<file path="config.mk">
export PLATFORM = sky130hd
export DESIGN_NAME = hs_stage_ctrl
export DESIGN_NICKNAME = d
export VERILOG_FILES = /design/src/rtl/hs_pkg.sv /design/src/rtl/hs_sync.sv /design/src/rtl/hs_seq.sv /design/src/rtl/hs_monitor.sv /design/src/rtl/hs_stage_ctrl.sv
export SDC_FILE = /design/constraint.sdc
export NUM_CORES = 1
export LEC_CHECK = 0
export ABC_AREA = 1
export BUFFER_PORTS_ARGS = -buffer_cell sky130_fd_sc_hd__buf_2
export CORE_MARGIN = 3
export CORE_UTILIZATION = 24
export DETAILED_ROUTE_END_ITERATION = 7
export SLEW_MARGIN = 10
export SYNTH_ARGS = -nofsm -noshare
export SYNTH_HDL_FRONTEND = slang
export SYNTH_SLANG_ARGS = --single-unit
</file>
<file path="constraint.sdc">
create_clock -name clk -period 1.87 [get_ports clk]
set_input_delay 0.374 -clock clk [delete_from_list [all_inputs] [get_ports clk]]
set_output_delay 0.374 -clock clk [all_outputs]
set_load 0.03 [all_outputs]
</file>
<file path="src/rtl/hs_pkg.sv">
// Shared definitions for the four-phase stage controller.
// Assumes: the channel indices below are the bit positions used in the
// synchronized input vector by every module of the block.
package hs_pkg;

    localparam int unsigned NUM_CH  = 3;
    localparam int unsigned CH_REQ  = 0;
    localparam int unsigned CH_DONE = 1;
    localparam int unsigned CH_ACK  = 2;

    // Six wait points: one per input edge the controller answers.
    typedef enum logic [2:0] {
        PH_IDLE         = 3'd0,
        PH_WAIT_DONE_HI = 3'd1,
        PH_WAIT_ACK_HI  = 3'd2,
        PH_WAIT_REQ_LO  = 3'd3,
        PH_WAIT_DONE_LO = 3'd4,
        PH_WAIT_ACK_LO  = 3'd5
    } phase_e;

    // Registered outputs of the controller.
    typedef struct packed {
        logic ack_up;
        logic req_dn;
        logic start;
    } hs_drive_t;

endpackage

</file>
<file path="src/rtl/hs_sync.sv">
// Multi-flop synchronizer for a vector of asynchronous level inputs.
// Assumes: each bit is an independent level that holds for several clocks;
// bits are not sampled coherently with one another. Reset clears every stage.
module hs_sync #(
    parameter int unsigned WIDTH  = 3,
    parameter int unsigned STAGES = 2
) (
    input  logic             clk,
    input  logic             rst_n,
    input  logic [WIDTH-1:0] d_i,
    output logic [WIDTH-1:0] q_o
);

    logic [STAGES-1:0][WIDTH-1:0] stage_q;

    if (STAGES == 1) begin : g_single
        // Capture the raw inputs in a single stage.
        always_ff @(posedge clk) begin
            if (!rst_n) stage_q <= '0;
            else        stage_q <= d_i;
        end
    end else begin : g_chain
        // Shift the raw inputs through the stage chain.
        always_ff @(posedge clk) begin
            if (!rst_n) stage_q <= '0;
            else        stage_q <= {stage_q[STAGES-2:0], d_i};
        end
    end

    assign q_o = stage_q[STAGES-1];

endmodule

</file>
<file path="src/rtl/hs_seq.sv">
// Sequencer for the twelve-event evaluate / return-to-zero cycle.
// Assumes: inputs are already synchronized. Each phase waits for one input
// level and then toggles exactly one output, so outputs move one per edge.
// Input edges other than the awaited one are ignored here (flagged elsewhere).
module hs_seq
    import hs_pkg::*;
(
    input  logic      clk,
    input  logic      rst_n,
    input  logic      req_s,
    input  logic      done_s,
    input  logic      ack_s,
    output hs_drive_t drv_o
);

    phase_e    ph_q, ph_d;
    hs_drive_t drv_q, drv_d;

    // Next phase and output: advance only on the awaited input level.
    always_comb begin
        ph_d  = ph_q;
        drv_d = drv_q;
        case (ph_q)
            PH_IDLE:         if (req_s)   begin drv_d.start  = 1'b1; ph_d = PH_WAIT_DONE_HI; end
            PH_WAIT_DONE_HI: if (done_s)  begin drv_d.req_dn = 1'b1; ph_d = PH_WAIT_ACK_HI;  end
            PH_WAIT_ACK_HI:  if (ack_s)   begin drv_d.ack_up = 1'b1; ph_d = PH_WAIT_REQ_LO;  end
            PH_WAIT_REQ_LO:  if (!req_s)  begin drv_d.start  = 1'b0; ph_d = PH_WAIT_DONE_LO; end
            PH_WAIT_DONE_LO: if (!done_s) begin drv_d.req_dn = 1'b0; ph_d = PH_WAIT_ACK_LO;  end
            PH_WAIT_ACK_LO:  if (!ack_s)  begin drv_d.ack_up = 1'b0; ph_d = PH_IDLE;         end
            default: begin
                ph_d  = PH_IDLE;
                drv_d = '0;
            end
        endcase
    end

    // Phase and output registers with synchronous reset to idle.
    always_ff @(posedge clk) begin
        if (!rst_n) begin
            ph_q  <= PH_IDLE;
            drv_q <= '0;
        end else begin
            ph_q  <= ph_d;
            drv_q <= drv_d;
        end
    end

    assign drv_o = drv_q;

    AST_START_RISE_AFTER_REQ: assert property (@(posedge clk) disable iff (!rst_n)
        $rose(drv_q.start) |-> $past(req_s) && !drv_q.ack_up);
    AST_REQDN_RISE_AFTER_DONE: assert property (@(posedge clk) disable iff (!rst_n)
        $rose(drv_q.req_dn) |-> $past(done_s) && drv_q.start);
    AST_ACKUP_RISE_AFTER_ACK: assert property (@(posedge clk) disable iff (!rst_n)
        $rose(drv_q.ack_up) |-> $past(ack_s) && drv_q.req_dn);
    AST_START_FALL_AFTER_REQ: assert property (@(posedge clk) disable iff (!rst_n)
        $fell(drv_q.start) |-> !$past(req_s) && drv_q.ack_up);
    AST_REQDN_FALL_AFTER_DONE: assert property (@(posedge clk) disable iff (!rst_n)
        $fell(drv_q.req_dn) |-> !$past(done_s) && !drv_q.start);
    AST_ACKUP_FALL_AFTER_ACK: assert property (@(posedge clk) disable iff (!rst_n)
        $fell(drv_q.ack_up) |-> !$past(ack_s) && !drv_q.req_dn);

endmodule

</file>
<file path="src/rtl/hs_monitor.sv">
// Protocol watchdog for the three synchronized environment inputs.
// Assumes: the outputs seen here are the registered outputs that the
// environment last saw. A legal input edge always arrives while those outputs
// still show the state that invited it. The error flag is sticky until reset.
module hs_monitor
    import hs_pkg::*;
(
    input  logic              clk,
    input  logic              rst_n,
    input  logic [NUM_CH-1:0] in_s,
    input  hs_drive_t         drv_i,
    output logic              err_o
);

    logic [NUM_CH-1:0] prev_q;
    logic [NUM_CH-1:0] rise, fall, ok_rise, ok_fall;
    logic              violation;
    logic              err_q;

    // Edge detection and legality of each edge against the current outputs.
    always_comb begin
        rise = in_s & ~prev_q;
        fall = ~in_s & prev_q;
        ok_rise[CH_REQ]  = !drv_i.start && !drv_i.ack_up;
        ok_fall[CH_REQ]  = drv_i.ack_up;
        ok_rise[CH_DONE] = drv_i.start && !drv_i.req_dn;
        ok_fall[CH_DONE] = !drv_i.start && drv_i.req_dn;
        ok_rise[CH_ACK]  = drv_i.req_dn && !drv_i.ack_up;
        ok_fall[CH_ACK]  = !drv_i.req_dn && drv_i.ack_up;
        violation = |(rise & ~ok_rise) || |(fall & ~ok_fall);
    end

    // Previous-value register and sticky error flag.
    always_ff @(posedge clk) begin
        if (!rst_n) begin
            prev_q <= '0;
            err_q  <= 1'b0;
        end else begin
            prev_q <= in_s;
            if (violation) err_q <= 1'b1;
        end
    end

    assign err_o = err_q;

    AST_ERR_STAYS_SET: assert property (@(posedge clk) disable iff (!rst_n)
        err_q |=> err_q);
    AST_ERR_NEEDS_EDGE: assert property (@(posedge clk) disable iff (!rst_n)
        $rose(err_q) |-> $past(in_s != prev_q));

endmodule

</file>
<file path="src/rtl/hs_stage_ctrl.sv">
// Four-phase compute-stage controller: links the upstream channel, the datapath
// start/done pair and the downstream channel in one strict event order.
// Assumes: all three inputs are asynchronous levels, and the environment
// answers each output edge with exactly one input edge.
module hs_stage_ctrl
    import hs_pkg::*;
#(
    parameter int unsigned SYNC_STAGES = 2
) (
    input  logic clk,
    input  logic rst_n,
    input  logic req_up_i,
    input  logic done_i,
    input  logic ack_dn_i,
    output logic start_o,
    output logic req_dn_o,
    output logic ack_up_o,
    output logic proto_err_o
);

    logic [NUM_CH-1:0] raw_in, sync_in;
    hs_drive_t         drv;
    logic [2:0]        drv_bits;

    // Gather the asynchronous inputs in channel order.
    always_comb begin
        raw_in          = '0;
        raw_in[CH_REQ]  = req_up_i;
        raw_in[CH_DONE] = done_i;
        raw_in[CH_ACK]  = ack_dn_i;
    end

    hs_sync #(
        .WIDTH  (NUM_CH),
        .STAGES (SYNC_STAGES)
    ) u_sync (
        .clk   (clk),
        .rst_n (rst_n),
        .d_i   (raw_in),
        .q_o   (sync_in)
    );

    hs_seq u_seq (
        .clk    (clk),
        .rst_n  (rst_n),
        .req_s  (sync_in[CH_REQ]),
        .done_s (sync_in[CH_DONE]),
        .ack_s  (sync_in[CH_ACK]),
        .drv_o  (drv)
    );

    hs_monitor u_mon (
        .clk   (clk),
        .rst_n (rst_n),
        .in_s  (sync_in),
        .drv_i (drv),
        .err_o (proto_err_o)
    );

    assign start_o  = drv.start;
    assign req_dn_o = drv.req_dn;
    assign ack_up_o = drv.ack_up;
    assign drv_bits = drv;

    AST_ONE_OUTPUT_STEP: assert property (@(posedge clk) disable iff (!rst_n)
        $countones(drv_bits ^ $past(drv_bits)) <= 1);

endmodule

</file>
; ---- Word-level counts from Yosys, hierarchy flattened
; Index checks and enable logic that the tools add are counted.
[word_totals]
latch_bits = 0
reg_bits = 16
mem_bits_rw = 0
rom_bits = 0
mem_count = 0
output_inout_bits = 4
[op_classes]
div = 0
shifts = 0
n_eq_ne = 11
mul = 0
bitwise = 11
mux = 16
order_cmp = 0
add_sub_neg = 0
n_reduce_logical = 19
[op_table]
columns = cell, count
row1 = $mux 3, 6
row2 = $pmux 3 s6, 1
row3 = $and 3x3->3, 4
row4 = $ne 2x2->1 const B, 6
row5 = $not 3->3, 4
row6 = $reduce_or 4->1, 3
row7 = $pmux 1 s3, 3
row8 = $reduce_and 3->1, 3
row9 = $eq 3x2->1 const B, 2
row10 = $eq 3x3->1 const B, 2
row11 = $mux 1, 6
row12 = $reduce_and 6->1, 1
row13 = $reduce_or 3->1, 2
row14 = $logic_and 1x1->1, 5
row15 = $eq 3x1->1 const B, 1
row16 = $logic_not 1->1, 3
row17 = $logic_not 3->1, 1
row18 = $not 1->1, 3
row19 = $logic_or 1x1->1, 1

; ---- Depth between registers and ports, before layout
[logic_depth]
depth_word = 6
mapped_depth = 9

; ---- Hierarchy
; Synthesis repeated with hierarchy kept, for this count alone.
[unflattened]
hier_cells = 135
hier_area_um2 = 868.3
[by_module_without_submodules]
columns = mod, cells_each, n_inst, area_each_um2
row1 = hs_seq, 74, 1, 461.7
row2 = hs_monitor, 40, 1, 219.0
row3 = hs_sync, 21, 1, 187.7

; ---- Least setup slack after synthesis
; OpenSTA, ideal clock, no wires.
[synth_path]
kind = register -> register
start = reg u_seq.drv_q (netlist bit u_seq.drv_o[0])
end = reg u_mon.err_q, in the netlist u_mon.err_o
n_path_buf = 0
setup_time_ns = 0.109
required_time_ns = 1.761
path_slack_ns = 0.715
t_arrival_ns = 1.046
stages_incl_launch_ff = 8
period_less_slack_ns = 1.155
path_cell_list = dfxtp_1 inv_1 o21ai_0 nand2_1 nor2_1 nand3_1 nand2_1 inv_1
[synth_via]
elab_chain_len = 6
elab_cells_between_ends = 11
classes_between = 4 x bitwise / 7 x reduce/logical
[synth_lines]
columns = element, line
row1 = start: declaration, hs_seq.sv:17  ; hs_drive_t drv_q, drv_d;
row2 = start signal: assignment, hs_seq.sv:44  ; drv_q <= drv_d;
row3 = $logic_not 1->1, "hs_monitor.sv:24, hs_monitor.sv:27"
row4 = $logic_and 1x1->1 (on tied branches), "hs_monitor.sv:24, hs_monitor.sv:27"
row5 = $not 3->3, hs_monitor.sv:30  ; violation = |(rise & ~ok_rise) || |(fall & ~ok_fall);
row6 = $and 3x3->3, hs_monitor.sv:30
row7 = $reduce_or 3->1, hs_monitor.sv:30
row8 = $logic_or 1x1->1 (*), hs_monitor.sv:30
row9 = end signal: assignment, hs_monitor.sv:37  ; err_q <= 1'b0;
row10 = end signal: assignment, hs_monitor.sv:40  ; if (violation) err_q <= 1'b1;
row11 = end: declaration, hs_monitor.sv:18  ; logic err_q;
; Every way passes the cells marked *; elsewhere a longest branch is shown, timed or not.
; A chain may end at the register's enable or synchronous reset.

; ---- Worst setup path after layout
[layout_path]
start = reg u_seq.drv_q (netlist bit u_seq.drv_o[1])
end = out req_dn_o
[layout_rtl]
columns = element, line
row1 = end: declaration, hs_stage_ctrl.sv:16  ; output logic req_dn_o,
; No word-level cell between the ends.

==> impl_metrics.py <==
metrics = {
    "pwr": {
        "ir_drop_uv": 455,
        "p_leak_nw": 0.445,
        "power_density_nw_per_um2": 1160,
    },
    "worst_setup_path": {
        "worst_path_max_delay_cell": "dfxtp_1",
        "cp-start-kind": "flip-flop",
        "critical_path.max_stage_delay_ps": 410,
        "r2r_cells": 7,
        "r2r_start": "u_seq.ph_q[1]$_SDFFE_PN0P_",
        "cp_cell_sequence": "buf_2",
        "crit_required_ps": 1500,
        "r2r_end": "u_seq.ph_q[1]$_SDFFE_PN0P_",
        "rrSetupSlack_ps": 640,
        "cp-end-kind": "output port",
        "critPathBufInv": 1,
        "crit_fanout": 6,
        "critPathArrivalTime_ps": 930,
        "crit_type": "flip-flop to output port",
        "critPathTopFamily": "flip-flops",
    },
    "clocking": {
        "clock-sinks": 16,
        "cts-hold-fix-buffers": 0,
        "h-tree-depth": 1,
        "cts_tree": "done",
        "clk-insertion-delay-late_ps": 280,
        "cts.clk_slew.worst_paths_ps": 90,
        "post-cts-setup-buffer-count": 0,
        "cts_resized": 0,
        "cts_buffer_depth": 2,
        "numCtsBuffers": 3,
        "cts_root_buf": "clkbuf_4",
    },
    "floorplanning": {
        "die_w_um": 62.5,
        "die_h_um": 62.5,
        "fp-row-count": 19,
        "core_area_um2": 2900,
        "initial_core_util_pct": 26.4,
        "design.die.area_um2": 3910,
        "ioPinCount": 9,
    },
    "drt": {
        "vias_per_cell": 4.13,
        "drc": 0,
        "drtAntennaViolNets": 0,
        "dr.first_iter.drc_count": 10,
        "wire_per_inst_um": 8.67,
        "dr.pass1.iters": 6,
        "wirelength_um": 1380,
        "vias": 657,
    },
    "finish": {
        "regArea_um2": 320,
        "multi_input_area_um2": 349,
        "fillers": 342,
        "final_cell_area_um2": 863,
        "drive_gt1_share_pct": 23.1,
        "nets": 124,
        "syn2layout_area_growth_pct": 12.6,
        "fin_util_pct": 29.8,
        "antennaDiodeCount": 0,
    },
    "flow_run": {
        "drv_cap": 0,
    },
    "global_route": {
        "track_usage_pct": 8.45,
        "antenna_found_initial": 0,
        "grt_pass1_wl_um": 2700,
        "grt.overflow.total": 0,
        "grt_pass1_vias": 660,
        "grt_max_degree": 16,
    },
    "sta": {
        "rsz0062_at_grt": "false",
        "post-route-min-period_ps": 1300,
        "final.setup.tns_ps": 0,
        "max_slew_margin_pct": 80.7,
        "skew_ps": 4.45,
        "fin_ws_ps": 566,
        "drv_slew": 0,
        "post-route-period-util_pct": 69.7,
        "tightest_slew_ps": 289,
        "whs_ps": 267,
        "hold_viol": 0,
        "setup_viol": 0,
        "fmax_ghz": 0.767,
    },
    "synth": {
        "yosysWarningCount": 0,
        "syn_nets": 113,
        "synth_cells": 108,
        "synthSimpleGateAreaFrac_pct": 35.9,
        "synth.cell_area_um2": 767,
        "synthMuxAreaShare_pct": 0,
        "ys_seq_area_share_pct": 41.8,
        "synth_compound_area_share_pct": 9.62,
        "avgSynthCellArea_um2": 7.10,
        "synthDistinctLibCells": 21,
        "ys_ff_latch": 16,
        "synth-adder-area-share_pct": 0,
        "synth-xor-area-share_pct": 0,
        "synth_top_family_by_area": "simple AND/OR/NAND/NOR gates",
    },
    "placed_design": {
        "pre_cts_ws_ps": 657,
        "io_buffers": 8,
        "post-dp-hpwl_um": 1030,
        "placed_area_um2": 841,
        "place_congestion": 0.858,
    },
    "status": {
        "status": "finished, final reports clean",
    },
    "min_path": {
        "hold_start": "done_i",
        "min_path_type": "input pin to flip-flop",
        "holdPathStages": 3,
        "whs_endpoint": "u_sync.stage_q[1]$_SDFF_PN0_",
    },
}
per-layer routing:
metal / part of all wire (%) / global-route usage (%) / up-vias
li1: - / - / 351
met1: 48 / 10.1 / 285
met2: 44 / 13.3 / 17
met3: 6.8 / 3.60 / 4
met4: 1.7 / 3.31 / 0
met5: 0 / 0 / -
report_power, final:
group	internal, mW	switching [mW]
clock	0.0749	0.102
sequential	0.381	0.0502
combinational	0.138	0.256
worst max-delay path by stage:
stage                                       endpoint  slack [ps]  cells past startpoint                        start
after global routing      u_seq.ph_q[1]$_SDFFE_PN0P_         470                      7   u_seq.ph_q[1]$_SDFFE_PN0P_
final                                       req_dn_o         570                      1  u_seq.drv_o[1]$_SDFFE_PN0P_
after floorplan             u_mon.err_o$_SDFFE_PN0P_         710                      7  u_seq.drv_o[0]$_SDFFE_PN0P_
after detailed placement  u_seq.ph_q[2]$_SDFFE_PN0P_         660                      7   u_seq.ph_q[1]$_SDFFE_PN0P_
after CTS                                   req_dn_o         540                      1  u_seq.drv_o[1]$_SDFFE_PN0P_
after global placement    u_seq.ph_q[2]$_SDFFE_PN0P_         680                      7   u_seq.ph_q[1]$_SDFFE_PN0P_
state kept, by name, indices dropped and copies added (netlist names):
register / flops
u_seq.drv_o: 3
u_sync.q_o: 3
u_sync.stage_q: 3
u_seq.ph_q: 3
u_mon.err_o: 1
u_mon.prev_q: 3
stage by stage:
step | std cells | total power [mW]
finish | 159 | 1.00
floorplan | 108 | 0.779
CTS | 159 | 1.01
global placement | 156 | 0.836
global route | 159 | 1.11
detailed placement | 156 | 0.832
logic make-up (layout without fill, tap and decap cells):
family / Yosys count / count (layout)
compound gates: 12 / 12
buf+inv: 23 / 32
flops: 16 / 16
simple gates: 57 / 57
placed cells by master, fill, tap and decap left out, types with 2 or more instances in the layout:
master / n
a21oi_1: 3
buf_2: 8
clkbuf_4: 3
dfxtp_1: 16
inv_1: 18
inv_2: 3
nand2_1: 27
nand2_2: 6
nand3_1: 7
nor2_1: 8
nor2_2: 4
o21ai_0: 4
o22ai_1: 2
layout make-up:
type / count / area share [%]
Multi-Input combinational cell: 69 / 40.4
Inverter: 21 / 9.13
Clock buffer: 3 / 2.61
Timing Repair Buffer: 8 / 4.64
Tap cell: 42 / 6.09
Sequential cell: 16 / 37.1
cell usage after synthesis:
library cell   n  area share [%]
a21oi_1        3             2.0
a31oi_1        1            0.82
and2_1         1            0.82
buf_4          1            0.98
buf_6          1             1.5
dfxtp_1       16              42
inv_1         18             8.8
inv_2          3             1.5
nand2_1       27              13
nand2_2        6             4.9
nand2_4        1             1.5
nand3_1        7             4.6
nand3_4        1             2.3
nand4_1        1            0.82
nor2_1         8             3.9
nor2_2         4             3.3
nor3_1         1            0.65
o21ai_0        4             2.6
o22ai_1        2             1.6
o22ai_2        1             1.6
o31ai_1        1            0.98
Power figures use the tool's default switching activity.
